`config.mk`:
```
export PLATFORM = sky130hd
export DESIGN_NAME = oc_channel
export DESIGN_NICKNAME = d
export VERILOG_FILES = /design/src/rtl/oc_pkg.sv /design/src/rtl/oc_match.sv /design/src/rtl/oc_action.sv /design/src/rtl/oc_flag.sv /design/src/rtl/oc_channel.sv
export SDC_FILE = /design/constraint.sdc
export NUM_CORES = 1
export LEC_CHECK = 0
export ABC_AREA = 1
export BUFFER_PORTS_ARGS = -buffer_cell sky130_fd_sc_hd__buf_4
export CAP_MARGIN = 10
export CORE_ASPECT_RATIO = 1.4
export CORE_MARGIN = 2
export CORE_UTILIZATION = 45
export CTS_CLUSTER_DIAMETER = 100
export DETAILED_ROUTE_END_ITERATION = 16
export PLACE_DENSITY = 0.85
export SLEW_MARGIN = 20
export SYNTH_ARGS = -nofsm -noshare
export SYNTH_HDL_FRONTEND = slang
export SYNTH_SLANG_ARGS = --single-unit
export TNS_END_PERCENT = 30
```
`constraint.sdc`:
```
create_clock -name clk -period 1.3 [get_ports clk]
set_input_delay 0.26 -clock clk [delete_from_list [all_inputs] [get_ports clk]]
set_output_delay 0.26 -clock clk [all_outputs]
set_load 0.005 [all_outputs]
```
`src/rtl/oc_pkg.sv`:
```
// Package: shared types for the output compare channel.
// Assumes the configuration register is written as one packed word.
package oc_pkg;
    localparam int CFG_W = 5;

    // Pin action chosen by {mode, level}.
    typedef enum logic [1:0] {
        ACT_NONE   = 2'b00,
        ACT_TOGGLE = 2'b01,
        ACT_CLEAR  = 2'b10,
        ACT_SET    = 2'b11
    } oc_act_e;

    // Configuration word; first member is the most significant bit.
    typedef struct packed {
        logic ie;
        logic pdis;
        logic mode;
        logic level;
        logic ios;
    } oc_cfg_t;
endpackage

```
`src/rtl/oc_match.sv`:
```
// Module: oc_match
// Produces a one-cycle hit on the first cycle the counter equals the
// compare value while enabled. Assumes the counter and compare are synchronous.
module oc_match #(
    parameter int W = 16
) (
    input  logic         clk,
    input  logic         rst_n,
    input  logic         en,
    input  logic [W-1:0] cnt,
    input  logic [W-1:0] cmp,
    output logic         hit
);
    logic eq;
    logic eq_d;

    assign eq = (cnt == cmp);

    // Remember whether the previous cycle was an enabled equality.
    always_ff @(posedge clk) begin
        if (!rst_n) eq_d <= 1'b0;
        else        eq_d <= en && eq;
    end

    assign hit = en && eq && !eq_d;
endmodule

```
`src/rtl/oc_action.sv`:
```
// Module: oc_action
// Holds the internal output register and applies the selected action
// when fired. Assumes fire is already qualified by select and enable.
module oc_action
    import oc_pkg::*;
(
    input  logic    clk,
    input  logic    rst_n,
    input  logic    fire,
    input  oc_act_e act,
    output logic    out_q
);
    // Update the output register according to the chosen action.
    always_ff @(posedge clk) begin
        if (!rst_n) begin
            out_q <= 1'b0;
        end else if (fire) begin
            case (act)
                ACT_TOGGLE: out_q <= ~out_q;
                ACT_CLEAR:  out_q <= 1'b0;
                ACT_SET:    out_q <= 1'b1;
                default:    out_q <= out_q;
            endcase
        end
    end
endmodule

```
`src/rtl/oc_flag.sv`:
```
// Module: oc_flag
// Event flag with set priority over clear. Assumes set and clear are
// qualified by the caller.
module oc_flag (
    input  logic clk,
    input  logic rst_n,
    input  logic set,
    input  logic clr,
    output logic flag
);
    // Set wins; otherwise clear; otherwise hold.
    always_ff @(posedge clk) begin
        if (!rst_n)   flag <= 1'b0;
        else if (set) flag <= 1'b1;
        else if (clr) flag <= 1'b0;
    end
endmodule

```
`src/rtl/oc_channel.sv`:
```
// Module: oc_channel (top)
// One output compare channel: compare/config/port registers, match
// detection, output action, flag, interrupt and pin multiplexing.
// Assumes the counter is supplied from outside on the same clock.
module oc_channel
    import oc_pkg::*;
#(
    parameter int CNT_W = 16
) (
    input  logic             clk,
    input  logic             rst_n,
    input  logic             tmr_en,
    input  logic [CNT_W-1:0] cnt,
    input  logic             cmp_we,
    input  logic [CNT_W-1:0] cmp_wdata,
    input  logic             cfg_we,
    input  logic [CFG_W-1:0] cfg_wdata,
    input  logic             force_we,
    input  logic             flag_clr_we,
    input  logic             port_we,
    input  logic             port_wdata,
    output logic             flag,
    output logic             irq,
    output logic             pin
);
    logic [CNT_W-1:0] cmp_q;
    oc_cfg_t          cfg_q;
    logic             port_q;
    logic             hit;
    logic             fire;
    logic             out_q;
    logic             ios;
    logic             mode;
    logic             level;
    oc_act_e          act;

    // Compare and configuration registers.
    always_ff @(posedge clk) begin
        if (!rst_n) begin
            cmp_q <= '0;
            cfg_q <= '0;
        end else begin
            if (cmp_we) cmp_q <= cmp_wdata;
            if (cfg_we) cfg_q <= oc_cfg_t'(cfg_wdata);
        end
    end

    // General-purpose port latch.
    always_ff @(posedge clk) begin
        if (!rst_n)       port_q <= 1'b0;
        else if (port_we) port_q <= port_wdata;
    end

    assign ios   = cfg_q.ios;
    assign mode  = cfg_q.mode;
    assign level = cfg_q.level;
    assign act   = oc_act_e'({mode, level});

    oc_match #(.W(CNT_W)) u_match (
        .clk  (clk),
        .rst_n(rst_n),
        .en   (tmr_en),
        .cnt  (cnt),
        .cmp  (cmp_q),
        .hit  (hit)
    );

    assign fire = ios && (hit || (force_we && tmr_en));

    oc_action u_action (
        .clk  (clk),
        .rst_n(rst_n),
        .fire (fire),
        .act  (act),
        .out_q(out_q)
    );

    oc_flag u_flag (
        .clk  (clk),
        .rst_n(rst_n),
        .set  (hit && ios),
        .clr  (flag_clr_we && tmr_en),
        .flag (flag)
    );

    assign irq = flag && cfg_q.ie;
    assign pin = (ios && !cfg_q.pdis) ? out_q : port_q;
endmodule

```
# Yosys cells after proc, flatten, opt, wreduce, memory -nomap -nowiden
# Index checks and enable logic that the tools add are counted.
# Widths: inputs -> output; s select.
# op_classes
multipliers	0
muxes	4
n_lt_le_gt_ge	0
addsub	0
eq_ne	4
shifts	0
reduce_logical	14
div	0
n_bitwise	1
# ops
operator	n
$eq 16x16->1	1
$logic_and 1x1->1	8
$eq 2x2->1 const B	2
$mux 1	3
$pmux 1 s3	1
$reduce_bool 3->1	1
$eq 2x1->1 const B	1
$logic_not 1->1	2
$reduce_and 2->1	1
$reduce_bool 2->1	1
$logic_or 1x1->1	1
$not 1->1	1
# word_totals
output_inout_bits	3
mem_count	0
latchBits	0
ram_bits	0
mem_bits_ro	0
register_bits	25

# Depth between registers and ports, before layout
# depth
word_depth	6
depth_mapped	11

# Modules after synthesis
# From an unflattened synthesis, not the netlist that was laid out.
# unflattened
hier_cells	247
area_unflattened_um2	1391.3
# modules_own_cells
module	area_each_um2	cells_each	n_inst
oc_channel	953.4	151	1
oc_match	345.3	82	1
oc_action	48.8	8	1
oc_flag	43.8	6	1

# Worst setup path before layout
# No wires, ideal clock.
# synth_path
path_kind	flip-flop to flip-flop
from	reg cmp_q[15]
to	reg u_action.out_q
t_arrival_ps	1015
path_buffers	0
period_less_slack_ps	1129
setup_slack_ps	171
stages_incl_launch_ff	11
required_time_ps	1186
cell_sequence	dfxtp_1 inv_2 nand2_1 nand2_1 nand3b_1 nor2_2 nand4_2 nand3_1 nand2_1 nor2_1 nor2_1
# synth_between
elab_chain_cells	6
# synth_rtl
item	line_no	source
from (decl)	oc_channel.sv:26	logic [CNT_W-1:0] cmp_q;
from (signal assigned)	oc_channel.sv:43	if (cmp_we) cmp_q <= cmp_wdata;
$eq 16x16->1	oc_match.sv:17	assign eq = (cnt == cmp);
$logic_and 1x1->1 (2 in series)	oc_match.sv:25	assign hit = en && eq && !eq_d;
$logic_or 1x1->1	oc_channel.sv:68	assign fire = ios && (hit || (force_we && tmr_en));
$logic_and 1x1->1	oc_channel.sv:68	
$reduce_and 2->1 (no line)	-	
to (signal assigned)	oc_action.sv:19	ACT_TOGGLE: out_q <= ~out_q;
to (signal assigned)	oc_action.sv:22	default: out_q <= out_q;
to (decl)	oc_action.sv:11	output logic out_q
# No other way between the ends.
# A chain may end at the register's enable or synchronous reset.

# Worst setup path after layout
# layout_path
from	reg cfg_q, in the netlist ios
to	out pin
# layout_between
elab_chain_cells	2
# layout_rtl
item	line_no	source
from (decl)	oc_channel.sv:27	oc_cfg_t cfg_q;
from (signal assigned)	oc_channel.sv:44	if (cfg_we) cfg_q <= oc_cfg_t'(cfg_wdata);
$logic_and 1x1->1	oc_channel.sv:87	assign pin = (ios && !cfg_q.pdis) ? out_q : port_q;
$mux 1	oc_channel.sv:87	
to (decl)	oc_channel.sv:24	output logic pin
# No other way between the ends.

==> results.sh <==
export IMPL_place_hpwl_mm=2.36
export IMPL_antenna_found_initial=0
export IMPL_start_util_pct=48.1
export IMPL_crit_fanout=2
export IMPL_htree_levels=1
export IMPL_power_density_mw_per_mm2=873
export IMPL_outcome="finished clean"
export IMPL_grt_max_degree=23
export IMPL_dieArea_mm2=0.00327
export IMPL_leakagePower_nw=0.871
export IMPL_clockRootBuffer="clkbuf_4"
export IMPL_clock_skew_final_ns=0.00916
export IMPL_ys_seq_elements=25
export IMPL_synth_cells=196
export IMPL_routed_top_layer="met4"
export IMPL_ys_seq_area_share_pct=39.4
export IMPL_grt_overflow=0
export IMPL_routedWlPerCell_um=10.2
export IMPL_cts_sinks=25
export IMPL_portBuffers=48
export IMPL_syn_area_mm2=0.00127
export IMPL_cp_start_kind="register"
export IMPL_syn_nets=242
export IMPL_wl_met1_mm=1.20
export IMPL_insertedDiodeCount=0
export IMPL_post_place_ws_ns=0.000656
export IMPL_drive_above_1_share_pct=32.4
export IMPL_hp_class="in -> reg"
export IMPL_antenna_left=0
export IMPL_place_area_mm2=0.00168
export IMPL_area_growth_pct=38.9
export IMPL_synth_distinct_cells=21
export IMPL_place_gp_congestion=0.822
export IMPL_cp_cell_sequence="inv_2, nor2_4, nand2_1, o21ai_1, buf_4"
export IMPL_clockBufferDepth=2
export IMPL_die_h_um=66.9
export IMPL_setup_tns_ns=0
export IMPL_worst_pin_slew_ns=0.290
export IMPL_cp_arrival_ns=1.02
export IMPL_maxSlewViolCount=0
export IMPL_drc=0
export IMPL_slowest_delay_ns=0.36
export IMPL_cts_buffers=3
export IMPL_crit_path_end_kind="output port"
export IMPL_wl_met2_mm=1.53
export IMPL_worstPathRequired_ns=1.04
export IMPL_ir_worst_vdd_uv=618
export IMPL_max_slew_margin_pct=80.4
export IMPL_grt_pass1_wl_mm=4.77
export IMPL_first_global_vias=1234
export IMPL_io_pins=49
export IMPL_crit_family="flip-flops"
export IMPL_viasPerCell=4.83
export IMPL_crit_type="reg -> out"
export IMPL_final_util_pct=66.8
export IMPL_clk_pin_slew_ns=0.13
export IMPL_fp_coreArea_mm2=0.00264
export IMPL_fmax_mhz=778
export IMPL_dr_pass1_iters=4
export IMPL_vias=1368
export IMPL_final_min_clock_period_ns=1.28
export IMPL_final_setup_viol_count=0
export IMPL_routed_wl_mm=2.89
export IMPL_clock_latency_ns=0.31
export IMPL_wl_met3_um=118
export IMPL_rsz0062_at_grt="true"
export IMPL_grtUsageTotal_pct=18.5
export IMPL_chipWidth_um=48.9
export IMPL_post_route_period_util_pct=98.8
export IMPL_yosysWarnings=0
export IMPL_postSynthAreaPerCell_um2=6.48
export IMPL_final_nets=294
export IMPL_cts_tree="done"
export IMPL_rows=22
export IMPL_setup_ws_ns=0.0153
export IMPL_critPathSlowestCell="dfxtp_2"
export IMPL_maxCapViolCount=0
export IMPL_cp_num_buf_inv=2
export IMPL_stdcell_area_mm2=0.00176
export IMPL_hold_violations=0
export IMPL_drtIter0Drc=38
path summary, 6_finish.rpt:
check                     start        endpoint  cells past startpoint  slack [ns]
setup / recovery            ios             pin                      5        0.02
hold / removal    cmp_wdata[14]       cmp_q[14]                      3        0.16
setup reg to reg      cmp_q[15]  u_action.out_q                     10        0.02
hold reg to reg        cmp_q[5]        cmp_q[5]                      2        0.47
placed cells by master, fill, tap and decap left out, types with 3 or more instances in the layout:
| master | instances |
|---|---|
| nand2_2 | 4 |
| inv_2 | 4 |
| clkbuf_4 | 3 |
| dfxtp_2 | 7 |
| dfxtp_1 | 18 |
| nor2_2 | 4 |
| nor2_1 | 30 |
| nand2_1 | 34 |
| buf_4 | 51 |
| o21ai_0 | 22 |
| a21oi_1 | 17 |
| inv_1 | 27 |
| nand4_1 | 6 |
repair_timing:
action | CTS | global route
setup endpoints to repair | 1 | 4
pin swaps | 1 | 3
hold buffers | 0 | 0
setup buffers | 1 | 0
gates resized for setup | 4 | 17
metrics by stage:
stage               hold slack, ns  power (mW)  std cells
global route                 0.155        1.63        283
finish                       0.157        1.54        283
detailed placement           0.458        1.19        278
global placement             0.449        1.18        278
CTS                          0.159        1.53        283
floorplan                    0.395        1.03        196
state kept, by name (all words and copies together) (netlist names):
register and cells:
cfg_q 2, cmp_q 16, ios 1, level 1
mode 1, port_q 1, u_action.out_q 1, u_flag.flag 1
u_match.eq_d 1
cells in the mapped netlist:
master    instances  area, µm²
nor2_1           33        124
nand3_1           3       15.0
nor3_1            2       10.0
nor4b_1           1       8.76
and3_1            1       6.26
o21ai_0          23        115
xnor2_1           4       35.0
a21oi_1          18       90.1
inv_1            29        109
nand3b_1          1       7.51
nor3b_1           1       7.51
nor2_2            2       12.5
o21ai_1           1       5.00
nand4_1           6       37.5
clkbuf_1          4       15.0
inv_2             2       7.51
clkinv_1          1       3.75
nand4_2           1       12.5
nand2_2           2       12.5
dfxtp_1          25        500
nand2_1          36        135
per-layer routing:
layer	vias up	global-route usage, %
li1	722	-
met1	607	20.0
met2	35	35.1
met3	4	4.04
met4	0	6.79
met5	-	0
power by group:
group	switching [mW]	total [mW]	internal, mW
sequential	0.0295	0.847	0.817
combinational	0.169	0.351	0.182
clock	0.221	0.341	0.120
final cells by class:
cell class	count	area [µm²]
inverter	32	120
multi-input combinational	135	681
tap	36	45.0
sequential	25	509
fill	262	878
clock buffer	4	26.3
timing repair buffer	51	383
worst reg2reg max path: stages (launching register included):
cell and delay, ns:
dfxtp_1 0.35, inv_2 0.05, nand2_1 0.07, nand2_1 0.05, nand3b_1 0.16, nor2_2 0.12, nand4_2 0.13, nand3_2 0.09
nand2_1 0.06, nor2_2 0.07, nor2_1 0.04
cell families after synthesis:
family	share of synthesized area (%)
buffers and inverters	10.6
AOI/OAI and AO/OA	16.6
DFF	39.4
xor gates and xnor gates	2.76
and+or+nand+nor	30.6
Note: power is estimated with default switching activity, not from simulation.
